[config.mk]
export PLATFORM = sky130hd
export DESIGN_NAME = wrbuf_retire
export DESIGN_NICKNAME = d
export VERILOG_FILES = /design/src/rtl/wrbuf_pkg.sv /design/src/rtl/wrbuf_slot_ctl.sv /design/src/rtl/wrbuf_entry.sv /design/src/rtl/wrbuf_fwd_merge.sv /design/src/rtl/wrbuf_retire.sv
export SDC_FILE = /design/constraint.sdc
export NUM_CORES = 1
export LEC_CHECK = 0
export ABC_CLOCK_PERIOD_IN_PS = 11310
export BUFFER_PORTS_ARGS = -buffer_cell sky130_fd_sc_hd__buf_2
export CAP_MARGIN = 20
export CORE_AREA = 3 3 225 227
export CTS_BUF_LIST = sky130_fd_sc_hd__clkbuf_2 sky130_fd_sc_hd__clkbuf_4 sky130_fd_sc_hd__clkbuf_8
export CTS_CLUSTER_SIZE = 12
export DETAILED_ROUTE_END_ITERATION = 10
export DIE_AREA = 0 0 228 230
export GPL_TIMING_DRIVEN = 0
export MAX_ROUTING_LAYER = met4
export PLACE_DENSITY_LB_ADDON = 0.25
export SETUP_SLACK_MARGIN = 0.4
export SLEW_MARGIN = 25
export SYNTH_ARGS = -nofsm -noshare
export SYNTH_HDL_FRONTEND = slang
export SYNTH_HIERARCHICAL = 1
export SYNTH_SLANG_ARGS = --single-unit
[constraint.sdc]
create_clock -name clk -period 11.31 [get_ports clk]
set_input_delay 1.131 -clock clk [delete_from_list [all_inputs] [get_ports clk]]
set_output_delay 1.131 -clock clk [all_outputs]
set_load 0.02 [all_outputs]
[src/rtl/wrbuf_pkg.sv]
package wrbuf_pkg;
  typedef enum logic [1:0] {
    COP_NOP   = 2'd0,
    COP_WRITE = 2'd1,
    COP_READ  = 2'd2,
    COP_SPARE = 2'd3
  } col_op_e;
endpackage

[src/rtl/wrbuf_slot_ctl.sv]
module wrbuf_slot_ctl #(
  parameter int DEV_W = 5
) (
  input  logic             cmd_valid,
  input  logic [1:0]       cmd_op,
  input  logic [DEV_W-1:0] cmd_dev,
  input  logic [DEV_W-1:0] own_id,
  input  logic             full,
  output logic             do_capture,
  output logic             do_retire,
  output logic             rd_self
);
  import wrbuf_pkg::*;

  logic    is_self;
  col_op_e op;

  always_comb begin
    op         = col_op_e'(cmd_op);
    is_self    = (cmd_dev == own_id);
    rd_self    = cmd_valid && is_self && (op == COP_READ);
    do_capture = cmd_valid && is_self && (op == COP_WRITE);
    // any valid slot except a read to this device may drain the entry
    do_retire  = full && cmd_valid && !rd_self;
  end
endmodule

[src/rtl/wrbuf_entry.sv]
module wrbuf_entry #(
  parameter int BANK_W = 5,
  parameter int COL_W  = 6,
  parameter int NBYTES = 16,
  localparam int DATA_W = NBYTES * 8
) (
  input  logic              clk,
  input  logic              rst,
  input  logic              load,
  input  logic              drain,
  input  logic [BANK_W-1:0] in_bank,
  input  logic [COL_W-1:0]  in_col,
  input  logic [DATA_W-1:0] in_data,
  input  logic [NBYTES-1:0] in_mask,
  output logic              full,
  output logic [BANK_W-1:0] q_bank,
  output logic [COL_W-1:0]  q_col,
  output logic [DATA_W-1:0] q_data,
  output logic [NBYTES-1:0] q_mask
);
  always_ff @(posedge clk) begin
    if (rst)        full <= 1'b0;
    else if (load)  full <= 1'b1;
    else if (drain) full <= 1'b0;
  end

  always_ff @(posedge clk) begin
    if (load) begin
      q_bank <= in_bank;
      q_col  <= in_col;
      q_data <= in_data;
      q_mask <= in_mask;
    end
  end
endmodule

[src/rtl/wrbuf_fwd_merge.sv]
module wrbuf_fwd_merge #(
  parameter int BANK_W = 5,
  parameter int COL_W  = 6,
  parameter int NBYTES = 16,
  localparam int DATA_W = NBYTES * 8
) (
  input  logic              rd_self,
  input  logic              full,
  input  logic [BANK_W-1:0] rd_bank,
  input  logic [COL_W-1:0]  rd_col,
  input  logic [BANK_W-1:0] e_bank,
  input  logic [COL_W-1:0]  e_col,
  input  logic [DATA_W-1:0] e_data,
  input  logic [NBYTES-1:0] e_mask,
  input  logic [DATA_W-1:0] arr_rdata,
  output logic              hit,
  output logic [DATA_W-1:0] merged
);
  assign hit = rd_self && full && (rd_bank == e_bank) && (rd_col == e_col);

  for (genvar b = 0; b < NBYTES; b++) begin : g_lane
    assign merged[b*8 +: 8] = (hit && !e_mask[b]) ? e_data[b*8 +: 8]
                                                  : arr_rdata[b*8 +: 8];
  end
endmodule

[src/rtl/wrbuf_retire.sv]
module wrbuf_retire #(
  parameter int DEV_W  = 5,
  parameter int BANK_W = 5,
  parameter int COL_W  = 6,
  parameter int NBYTES = 16,
  localparam int DATA_W = NBYTES * 8
) (
  input  logic              clk,
  input  logic              rst,
  input  logic [DEV_W-1:0]  own_id,
  input  logic              cmd_valid,
  input  logic [1:0]        cmd_op,
  input  logic [DEV_W-1:0]  cmd_dev,
  input  logic [BANK_W-1:0] cmd_bank,
  input  logic [COL_W-1:0]  cmd_col,
  input  logic [DATA_W-1:0] cmd_wdata,
  input  logic [NBYTES-1:0] cmd_wmask,
  input  logic [DATA_W-1:0] arr_rdata,
  output logic [DATA_W-1:0] rd_data,
  output logic              rd_hit,
  output logic              ret_valid,
  output logic [BANK_W-1:0] ret_bank,
  output logic [COL_W-1:0]  ret_col,
  output logic [DATA_W-1:0] ret_data,
  output logic [NBYTES-1:0] ret_byte_en,
  output logic              buf_full
);
  logic              do_capture, do_retire, rd_self;
  logic [BANK_W-1:0] e_bank;
  logic [COL_W-1:0]  e_col;
  logic [DATA_W-1:0] e_data;
  logic [NBYTES-1:0] e_mask;

  wrbuf_slot_ctl #(.DEV_W(DEV_W)) u_ctl (
    .cmd_valid (cmd_valid),
    .cmd_op    (cmd_op),
    .cmd_dev   (cmd_dev),
    .own_id    (own_id),
    .full      (buf_full),
    .do_capture(do_capture),
    .do_retire (do_retire),
    .rd_self   (rd_self)
  );

  wrbuf_entry #(.BANK_W(BANK_W), .COL_W(COL_W), .NBYTES(NBYTES)) u_entry (
    .clk    (clk),
    .rst    (rst),
    .load   (do_capture),
    .drain  (do_retire),
    .in_bank(cmd_bank),
    .in_col (cmd_col),
    .in_data(cmd_wdata),
    .in_mask(cmd_wmask),
    .full   (buf_full),
    .q_bank (e_bank),
    .q_col  (e_col),
    .q_data (e_data),
    .q_mask (e_mask)
  );

  wrbuf_fwd_merge #(.BANK_W(BANK_W), .COL_W(COL_W), .NBYTES(NBYTES)) u_fwd (
    .rd_self  (rd_self),
    .full     (buf_full),
    .rd_bank  (cmd_bank),
    .rd_col   (cmd_col),
    .e_bank   (e_bank),
    .e_col    (e_col),
    .e_data   (e_data),
    .e_mask   (e_mask),
    .arr_rdata(arr_rdata),
    .hit      (rd_hit),
    .merged   (rd_data)
  );

  // retire port: registered copy of the entry taken before any overwrite
  always_ff @(posedge clk) begin
    if (rst) ret_valid <= 1'b0;
    else     ret_valid <= do_retire;
  end

  always_ff @(posedge clk) begin
    if (do_retire) begin
      ret_bank    <= e_bank;
      ret_col     <= e_col;
      ret_data    <= e_data;
      ret_byte_en <= ~e_mask;
    end
  end
endmodule

After elaboration in Yosys (flattened, before gate mapping)
Index checks and enable logic that the tools add are counted.
{"block": "classes", "bitwise_logic": 1, "n_reduce_logical": 42, "eq_ne": 5, "muxes": 18}
{"op": "$mux 8", "n": 16}
{"op": "$logic_and 1x1->1", "n": 24}
{"op": "$logic_not 1->1", "n": 17}
{"op": "$not 16->16", "n": 1}
{"op": "$eq 5x5->1", "n": 2}
{"op": "$eq 6x6->1", "n": 1}
{"op": "$eq 2x1->1 const B", "n": 1}
{"op": "$eq 2x2->1 const B", "n": 1}
{"op": "$mux 1", "n": 2}
{"op": "$reduce_bool 2->1", "n": 1}
{"block": "totals", "out_inout_bits": 286, "input_bits": 298, "elab_cells": 76, "regBits": 312}

Depth between registers and ports, before layout
Gate-level depths: netlist of run 1.
{"block": "logic_depth", "depth_word": 8, "mapped_depth": 10, "mapped_depth_nobuf": 7}

Modules after synthesis
Netlist of run 1, hierarchy kept.
{"module": "wrbuf_retire", "cells_per_inst": 173, "instances": 1, "area_each_um2": 4748.3}
{"module": "wrbuf_entry", "cells_per_inst": 159, "instances": 1, "area_each_um2": 4693.3}
{"module": "wrbuf_fwd_merge", "cells_per_inst": 176, "instances": 1, "area_each_um2": 1889.3}
{"module": "wrbuf_slot_ctl", "cells_per_inst": 13, "instances": 1, "area_each_um2": 96.3}

Least setup slack after synthesis of run 1
Ideal clock, no wire load.
{"block": "synth_timing", "path_kind": "in2reg", "from": "input port cmd_dev[3]", "to": "register ret_valid", "stages": 4, "setup_slack_ns": 1.165, "t_required_ns": 11.204, "arrival_time_ns": 10.039, "cell_sequence": "xnor2_1 and4b_1 a21oi_1 nor2b_4"}
{"block": "synth_via", "elab_chain_cells": 5}
{"item": "start, declared", "line_no": "wrbuf_retire.sv:13", "source": "input logic [DEV_W-1:0] cmd_dev,"}
{"item": "$eq 5x5->1", "line_no": "wrbuf_slot_ctl.sv:20", "source": "is_self = (cmd_dev == own_id);"}
{"item": "$logic_and 1x1->1 (2 in a row)", "line_no": "wrbuf_slot_ctl.sv:21", "source": "rd_self = cmd_valid && is_self && (op == COP_READ);"}
{"item": "$logic_not 1->1", "line_no": "wrbuf_slot_ctl.sv:24", "source": "do_retire = full && cmd_valid && !rd_self;"}
{"item": "$logic_and 1x1->1", "line_no": "wrbuf_slot_ctl.sv:24"}
{"item": "named net do_retire", "line_no": "wrbuf_retire.sv:28", "source": "logic do_capture, do_retire, rd_self;"}
{"item": "end signal, assigned", "line_no": "wrbuf_retire.sv:78", "source": "else ret_valid <= do_retire;"}
{"item": "end, declared", "line_no": "wrbuf_retire.sv:21", "source": "output logic ret_valid,"}
The timed path passes the listed nets, and every way through them passes these cells.
A chain may end at the register's enable or synchronous reset.

Worst setup path in the final report of run 1
{"block": "layout_timing", "from": "input port own_id[0]", "to": "output port rd_data[60]"}
{"block": "layout_via", "elab_chain_cells": 8}
{"item": "start, declared", "line_no": "wrbuf_retire.sv:10", "source": "input logic [DEV_W-1:0] own_id,"}
{"item": "$eq 5x5->1", "line_no": "wrbuf_slot_ctl.sv:20"}
{"item": "$logic_and 1x1->1 (2 in a row)", "line_no": "wrbuf_slot_ctl.sv:21"}
{"item": "named net rd_self", "line_no": "wrbuf_retire.sv:28"}
{"item": "$logic_and 1x1->1 (3 in a row)", "line_no": "wrbuf_fwd_merge.sv:19", "source": "assign hit = rd_self && full && (rd_bank == e_bank) && (rd_col == e_col);"}
{"item": "$logic_and 1x1->1", "line_no": "wrbuf_fwd_merge.sv:22", "source": "assign merged[b*8 +: 8] = (hit && !e_mask[b]) ? e_data[b*8 +: 8]"}
{"item": "$mux 8", "line_no": "wrbuf_fwd_merge.sv:22"}
{"item": "end, declared", "line_no": "wrbuf_retire.sv:19", "source": "output logic [DATA_W-1:0] rd_data,"}
The timed path passes the listed nets, and every way through them passes these cells.

==> results_tabular.tex, run 1 <==
\begin{tabular}{lr}
\hline
Metric & Value \\
\hline
\multicolumn{2}{l}{\textbf{Power}} \\
\quad PD cells & 146 nW/µm² \\
\quad Lkg Pwr & between 6 and 7 nW \\
\quad Max IR drop VDD & 0.0792 mV \\
\multicolumn{2}{l}{\textbf{Logic synthesis}} \\
\quad Cell taking the most area after synthesis & sky130\_fd\_sc\_hd\_\_edfxtp\_1 \\
\quad Share of async-settable or async-resettable flops after synthesis & 0\% \\
\quad Fraction of synthesized cell area taken by the top area cell type & 81.5\% \\
\quad FF+latch count, synth & 312 \\
\quad Number of nets in the synthesized netlist & 819 \\
\quad Post-Synthesis Cell Area & about 11,000 µm² \\
\quad List of most frequent post-synthesis cells & sky130\_fd\_sc\_hd\_\_edfxtp\_1, sky130\_fd\_sc\_hd\_\_mux2\_2, sky130\_fd\_sc\_hd\_\_inv\_1 \\
\quad Dominant synthesized flop cell & sky130\_fd\_sc\_hd\_\_edfxtp\_1 \\
\quad YS warnings & 6 \\
\quad Top area cells in the synthesized netlist & sky130\_fd\_sc\_hd\_\_edfxtp\_1, sky130\_fd\_sc\_hd\_\_mux2\_2, sky130\_fd\_sc\_hd\_\_mux2\_4, sky130\_fd\_sc\_hd\_\_nor3\_4, sky130\_fd\_sc\_hd\_\_inv\_1 \\
\quad Cell with the most instances after synthesis & sky130\_fd\_sc\_hd\_\_edfxtp\_1 \\
\quad Cells after Synth & 521 \\
\quad Share of the yosys chip area belonging to registers & 81.8\% \\
\quad Count of distinct cell types in the synthesized netlist & 29 \\
\quad Synth Area per Inst & 21.9 µm² \\
\quad Number of enable-type register cells in the synthesized netlist & 310 \\
\multicolumn{2}{l}{\textbf{Route}} \\
\quad Residual antenna-violating net count after detailed routing & 0 \\
\quad Router iterations before antenna repair & 4 \\
\quad WL per Instance & about 18 µm \\
\quad Routed vias & 7,251 \\
\quad DR iter-0 viols & 254 \\
\quad Count of unresolved DRC violations after routing & 0 \\
\quad Vias/cell & 3.86 \\
\quad Final wirelength & roughly 35,000 µm \\
\multicolumn{2}{l}{\textbf{Job}} \\
\quad Max\_cap viols & 0 \\
\multicolumn{2}{l}{\textbf{Setup path}} \\
\quad Critical-path cell list & buf\_2 -> xor2\_1 -> nor4\_2 -> and2\_2 -> o2111ai\_1 -> or4\_1 -> buf\_6 -> buf\_12 -> nor3\_4 -> mux2\_2 -> buf\_2 \\
\quad Type of the setup path with the least slack & input pin to primary output \\
\quad Critical path data arrival time & 4.27 ns \\
\quad Endpoint class of the critical path & primary output \\
\quad Critical path's most frequent cell & sky130\_fd\_sc\_hd\_\_buf\_2 \\
\quad CP max FO & 10 \\
\quad Crit path required time & 10.18 ns \\
\quad Worst setup SP type & input pin \\
\quad Slowest cell on the critical path & sky130\_fd\_sc\_hd\_\_nor3\_4 \\
\quad Maximum cell stage delay along the critical path & 0.58 ns \\
\quad Number of cell instances on the worst register-to-register path & 7 \\
\multicolumn{2}{l}{\textbf{Die}} \\
\quad Total I/O pin count & 584 \\
\quad Die area & 52,400 µm² \\
\quad X dimension of the die & 228 µm \\
\quad Starting density of the core & between 20\% and 30\% \\
\quad Core footprint & 48,800 µm² \\
\quad FP Rows & 81 \\
\quad Height of the die & 230 µm \\
\multicolumn{2}{l}{\textbf{Timing}} \\
\quad Final worst-path cycle share & about 48\% \\
\quad Hold slack final & 0.443 ns \\
\quad Unrepaired setup endpoints after global routing & no \\
\quad Slew Limit Fails & 0 \\
\quad Worst-case clock skew & between 0.02 and 0.025 ns \\
\quad Final hold violation count & 0 \\
\quad Number of failing setup endpoints in the final timing report & 0 \\
\quad Fmax achieved & 185 MHz \\
\quad Pin slew with the least headroom to its limit & 0.833 ns \\
\quad Worst slew margin relative to its limit & 44.5\% \\
\quad Worst-case setup margin in the final layout & 5.91 ns \\
\quad Final critical-path required period & 5.40 ns \\
\multicolumn{2}{l}{\textbf{Global routing}} \\
\quad Via count of the first global-routing pass & 7,883 \\
\quad Global Route Usage Sum & about an eighth \\
\quad First-pass GRT wire length & roughly 50,000 µm \\
\quad Number of antenna violations at the first check in global routing & 6 \\
\quad Pin count of the biggest net entering global routing & 47 \\
\quad Remaining Overflow, GRT & 0 \\
\multicolumn{2}{l}{\textbf{Finish}} \\
\quad Net total in the final layout & between 1,000 and 1,500 \\
\quad Fin cells & 1,880 \\
\quad Fraction of final layout cells sized beyond drive strength 1 & 68.2\% \\
\quad Area added between synthesis and finish & 45.3\% \\
\quad Filler cell count & 4,917 \\
\multicolumn{2}{l}{\textbf{Clock network}} \\
\quad Number of H-tree branching levels & 2 \\
\quad Post-CTS repair timing setup buffer count & 0 \\
\quad Cell at the root of the clock tree & sky130\_fd\_sc\_hd\_\_clkbuf\_8 \\
\quad CTS-repair resized insts & 0 \\
\quad Clock tree from TritonCTS & built \\
\quad Quantity of hold-fixing buffers added after cts & 0 \\
\quad Reg clk slew, reported paths & 0.06 ns \\
\quad TritonCTS Buffers & 55 \\
\quad Clock sink total & 312 \\
\quad Clock latency of the later-clocked register in the worst-skew pair & 0.60 ns \\
\quad Clock buffer depth & 3 \\
\multicolumn{2}{l}{\textbf{Place}} \\
\quad Hpwl dp & 26,400 µm \\
\quad IO Port Bufs & between 500 and 600 \\
\quad GP Congestion & 0.835 \\
\quad Post-placement setup slack & roughly 5.8 ns \\
\quad Placed Instances & around 1,800 \\
\multicolumn{2}{l}{\textbf{Worst hold path}} \\
\quad Worst hold path stage count & 0 \\
\quad Hold Path Class & flop to flop \\
\multicolumn{2}{l}{\textbf{Outcome}} \\
\quad Outcome & finished clean \\
\hline
\end{tabular}
==> stage by stage <==
| step | utilization [%] | total power, mW | TNS, ns | area [µm²] |
|---|---|---|---|---|
| global route | 34.0 | 2.54 | 0 | 16600 |
| finish | 34.0 | 2.43 | 0 | 16600 |
| detailed placement | 31.8 | 1.44 | 0 | 15500 |
| floorplan | - | 1.36 | 0 | 11400 |
| CTS | 34.0 | 2.48 | 0 | 16600 |
| global placement | 31.1 | 1.44 | -539.46 | 15200 |
==> cell usage in the layout, fill, tap and decap left out, types with 9 or more instances in the layout <==
cell type and count:
sky130_fd_sc_hd__buf_16 12, sky130_fd_sc_hd__buf_2 584, sky130_fd_sc_hd__clkbuf_4 18, sky130_fd_sc_hd__clkbuf_8 57, sky130_fd_sc_hd__clkinv_1 10, sky130_fd_sc_hd__edfxtp_1 310, sky130_fd_sc_hd__inv_1 22, sky130_fd_sc_hd__mux2_2 112
sky130_fd_sc_hd__mux2_4 16, sky130_fd_sc_hd__or3_1 9
==> critical path: cells and delay by family <==
family                 cells  cell delay, ns
AO/OA/AOI/OAI              1            0.11
XOR/XNOR                   1            0.16
buffers and inverters      4            0.60
multiplexers               1            0.41
AND/OR/NAND/NOR            4            1.83
==> registers in the layout (all words and copies together) (netlist names) <==
register	cells
ret_data	128
ret_col	6
u_entry/q_bank	5
u_entry/q_mask	16
ret_byte_en	16
ret_valid	1
ret_bank	5
u_entry/q_data	128
u_entry/full	1
u_entry/q_col	6
==> report_power, final <==
| part | leakage (nW) | switching, mW | internal, mW |
|---|---|---|---|
| clock network | 0.560 | 0.449 | 0.565 |
| registers | 2.80 | 0.00206 | 1.27 |
| logic | 3.32 | 0.0703 | 0.0732 |
| total | 6.68 | 0.521 | 1.91 |
==> layer usage <==
metal	vias up	wire, µm	GRT usage (%)
met5	-	0	-
met4	0	719	4.20
met3	55	3030	5.04
met2	350	17500	21.8
met1	3468	13300	14.2
li1	3378	-	-
==> final timing paths <==
check | start | endpoint | slack (ns)
setup / recovery | own_id[0] | rd_data[60] | 5.91
setup reg to reg | u_entry/full | ret_data[121] | 9.13
hold / removal | u_entry/q_data[125] | ret_data[125] | 0.44
hold reg to reg | u_entry/q_data[125] | ret_data[125] | 0.44
==> cells by family after synthesis <==
| family | Yosys count | synth area share (%) |
|---|---|---|
| multiplexers | 128 | 13.1 |
| AO/OA/AOI/OAI | 7 | 0.471 |
| buffers and inverters | 34 | 1.47 |
| XOR/XNOR | 11 | 0.843 |
| flip-flops | 312 | 81.8 |
| AND/OR/NAND/NOR | 29 | 2.27 |
==> layout make-up <==
| class | count | area [µm²] | share of cell area (%) |
|---|---|---|---|
| Sequential cell | 312 | 9350 | 56.3 |
| Timing Repair Buffer | 596 | 3260 | 19.7 |
| Buffer | 12 | 85.1 | 0.513 |
| Tap cell | 664 | 831 | 5.00 |
| Clock buffer | 75 | 920 | 5.54 |
| Inverter | 22 | 82.6 | 0.497 |
| Antenna cell | 6 | 15.0 | 0.0904 |
| Multi-Input combinational cell | 175 | 1930 | 11.6 |
| Clock inverter | 18 | 128 | 0.769 |
No activity file was read; power rests on OpenSTA's default activity.
==> run 2: changes to the inputs <==
- ABC_CLOCK_PERIOD_IN_PS: 11310 -> 5000
- clock period: 11.31 -> 5 ns (I/O delays scaled with it)
==> run 2 against run 1 <==
- final cell count is 5.4% higher
- wire length is 1.2% higher
- sequential cell count stayed put
- die area stayed put
- worst hold slack worse by 0.37 ns
- critical endpoint is now rd_data[28]
==> results_tabular.tex, run 2 (synthesized netlist as in run 1, its figures left out) <==
\begin{tabular}{lr}
\hline
Metric & Value \\
\hline
\multicolumn{2}{l}{\textbf{Finish}} \\
\quad Area added between synthesis and finish & 54.5\% \\
\quad Net total in the final layout & 1,571 (+6.7\%) \\
\quad Post-route core utilization & 36.1\% (+2.2 points) \\
\quad Biggest registers after layout & ret\_data: 128 flops, u\_entry/q\_data: 128 flops \\
\quad Commonest non-fill, non-tap cell in the layout & sky130\_fd\_sc\_hd\_\_buf\_2 \\
\quad Most frequent cells in the layout & sky130\_fd\_sc\_hd\_\_buf\_2, sky130\_fd\_sc\_hd\_\_edfxtp\_1, sky130\_fd\_sc\_hd\_\_mux2\_2 \\
\quad Filler cell count & 4,790 (-2.6\%) \\
\quad Fraction of final layout cells sized beyond drive strength 1 & 62.8\% (-5.3 points) \\
\quad Fin area & 17,700 µm² (+6.3\%) \\
\multicolumn{2}{l}{\textbf{Setup path}} \\
\quad Endpoint class of the critical path & primary output \\
\quad Worst setup SP type & input pin \\
\quad Critical register-to-register path startpoint & u\_entry/full \\
\quad Crit path required time & 4.50 ns (-5.68 ns) \\
\quad CP max FO & 10 (unchanged) \\
\quad Critical Path Start & own\_id[0] \\
\quad Critical path data arrival time & 3.58 ns (-0.69 ns) \\
\quad Number of cell instances on the worst register-to-register path & 7 (unchanged) \\
\quad Type of the setup path with the least slack & input pin to primary output \\
\multicolumn{2}{l}{\textbf{Clock network}} \\
\quad Reg clk slew, reported paths & 0.06 ns (about the same) \\
\quad Clock sink total & 312 (unchanged) \\
\quad Clock buffer depth & 3 (unchanged) \\
\quad CTS-repair resized insts & 0 (unchanged) \\
\quad Cell at the root of the clock tree & sky130\_fd\_sc\_hd\_\_clkbuf\_8 \\
\quad Clock latency of the later-clocked register in the worst-skew pair & 0.60 ns (about the same) \\
\quad Clock tree from TritonCTS & built \\
\quad Number of H-tree branching levels & 2 (unchanged) \\
\quad TritonCTS Buffers & 53 (-3.6\%) \\
\quad Post-CTS repair timing setup buffer count & 0 (unchanged) \\
\multicolumn{2}{l}{\textbf{Timing}} \\
\quad Worst slew margin relative to its limit & 60.4\% (+16 points) \\
\quad Worst-case setup margin in the final layout & 0.918 ns (-4.99 ns) \\
\quad Pin slew with the least headroom to its limit & 0.592 ns (-0.241 ns) \\
\quad Final critical-path required period & 4.08 ns \\
\quad Unrepaired setup endpoints after global routing & no \\
\quad Final worst-path cycle share & around four fifths \\
\quad Slew Limit Fails & 0 (unchanged) \\
\quad Fmax achieved & 245 MHz \\
\quad Worst-case clock skew & 0.0202 ns (-0.00261 ns) \\
\quad Final hold violation count & 0 (unchanged) \\
\quad Number of failing setup endpoints in the final timing report & 0 (unchanged) \\
\multicolumn{2}{l}{\textbf{Place}} \\
\quad Hpwl dp & 26,400 µm (-0.26\%) \\
\quad Post-placement setup slack & 0.862 ns (-4.96 ns) \\
\quad GP Congestion & 0.871 (+4.3\%) \\
\quad Placed instance area & 15,500 µm² (about the same) \\
\quad IO Port Bufs & 583 (unchanged) \\
\multicolumn{2}{l}{\textbf{Outcome}} \\
\quad Outcome & finished clean \\
\multicolumn{2}{l}{\textbf{Global routing}} \\
\quad Via count of the first global-routing pass & 8,213 (+4.2\%) \\
\quad Global Route Usage Sum & 13.1\% (+0.13 points) \\
\quad Pin count of the biggest net entering global routing & 49 (+4.3\%) \\
\quad Number of antenna violations at the first check in global routing & 3 (-3) \\
\quad First-pass GRT wire length & 50,900 µm (+2.3\%) \\
\quad Remaining Overflow, GRT & 0 (unchanged) \\
\multicolumn{2}{l}{\textbf{Worst hold path}} \\
\quad Worst hold path stage count & 1 (+1) \\
\quad Hold Path Class & input pin to flop \\
\quad Critical hold path startpoint & cmd\_wdata[71] \\
\multicolumn{2}{l}{\textbf{Route}} \\
\quad DR iter-0 viols & 301 (+19\%) \\
\quad Vias/cell & 3.88 (+0.70\%) \\
\quad Router iterations before antenna repair & 4 (unchanged) \\
\quad WL per Instance & 17.6 µm (-4.0\%) \\
\quad Routed vias & 7,698 (+6.2\%) \\
\quad Final wirelength & 34,900 µm (+1.2\%) \\
\quad Count of unresolved DRC violations after routing & 0 (unchanged) \\
\quad Residual antenna-violating net count after detailed routing & 0 (unchanged) \\
\multicolumn{2}{l}{\textbf{Die}} \\
\quad X dimension of the die & 228 µm (unchanged) \\
\quad Total I/O pin count & 584 (unchanged) \\
\quad FP Rows & 81 (unchanged) \\
\quad Height of the die & 230 µm (unchanged) \\
\quad Die area & 52,400 µm² (unchanged) \\
\quad Starting density of the core & 23.4\% (unchanged) \\
\quad Core footprint & 48,800 µm² (unchanged) \\
\multicolumn{2}{l}{\textbf{Power}} \\
\quad PD cells & 320 nW/µm² (+120\%) \\
\quad Max IR drop VDD & 0.197 mV (+150\%) \\
\quad Lkg Pwr & 7.12 nW (+6.6\%) \\
\multicolumn{2}{l}{\textbf{Job}} \\
\quad Max\_cap viols & 0 (unchanged) \\
\hline
\end{tabular}
run 2: cell count changes in the layout (fill, tap and decap cells not counted):
cell	before	now
sky130_fd_sc_hd__buf_8	1	0
sky130_fd_sc_hd__clkinvlp_4	0	1
sky130_fd_sc_hd__clkbuf_8	57	58
sky130_fd_sc_hd__diode_2	6	2
sky130_fd_sc_hd__clkinv_4	0	1
sky130_fd_sc_hd__clkbuf_4	18	16
sky130_fd_sc_hd__dlygate4sd3_1	0	102
sky130_fd_sc_hd__bufinv_16	2	3
sky130_fd_sc_hd__clkinv_1	10	12
sky130_fd_sc_hd__clkinv_2	6	7
run 2: worst paths after layout:
check	to	slack, ns
worst max-delay path	rd_data[28]	0.92
worst min-delay path	u_entry/q_data[71]	0.08
worst max register to register	ret_data[111]	2.75
worst min register to register	ret_data[66]	0.44
run 2: area by class of cell:
type / count / area, µm² / share of cell area [%]
diodes: 2 / 5.00 / 0.0284
plain buffers: 12 / 85.1 / 0.482
clock buffers: 74 / 918 / 5.20
clock inverters: 24 / 186 / 1.06
inverters: 22 / 82.6 / 0.468
multi-input cells: 175 / 1930 / 10.9
flip-flops and latches: 312 / 9350 / 53.0
well taps: 664 / 831 / 4.71
repair buffers: 697 / 4270 / 24.2
run 2: where the power goes:
group / total (mW) / leakage [nW] / switching (mW) / internal, mW
Sequential: 2.87 / 2.80 / 0.00469 / 2.87
Clock: 2.38 / 0.583 / 1.04 / 1.34
Combinational: 0.392 / 3.74 / 0.174 / 0.218
run 2: layer usage:
| layer | wire [µm] | share of wire [%] | global-route usage [%] |
|---|---|---|---|
| met5 | 0 | 0 | - |
| met4 | 884 | 2.5 | 4.79 |
| met1 | 13300 | 38 | 14.5 |
| met3 | 2910 | 8.3 | 3.99 |
| met2 | 17800 | 51 | 22.3 |
run 2: repair_timing:
| item | CTS | global route |
|---|---|---|
| hold endpoints to repair | 102 | 0 |
| hold buffers | 102 | 0 |
| setup endpoints to repair | 0 | 0 |
run 2: critical path, stage by stage:
cell and delay (ns):
sky130_fd_sc_hd__buf_2 0.10, sky130_fd_sc_hd__xor2_1 0.16, sky130_fd_sc_hd__nor4_2 0.45, sky130_fd_sc_hd__and2_2 0.23, sky130_fd_sc_hd__o2111ai_1 0.13, sky130_fd_sc_hd__or4_1 0.56, sky130_fd_sc_hd__buf_6 0.17, sky130_fd_sc_hd__buf_12 0.16
sky130_fd_sc_hd__nor3_4 0.52, sky130_fd_sc_hd__mux2_2 0.41, sky130_fd_sc_hd__buf_2 0.16
run 2: per-stage QoR:
step / hold slack (ns) / TNS (ns) / instances / power, mW
global placement: 0.426 / -92.57 / 1768 / 3.25
floorplan: 0.420 / 0 / 521 / 3.07
global route: 0.0160 / 0 / 1982 / 5.90
CTS: 0.00000749 / 0 / 1980 / 5.77
finish: 0.0753 / 0 / 1982 / 5.64
detailed placement: 0.428 / 0 / 1780 / 3.25
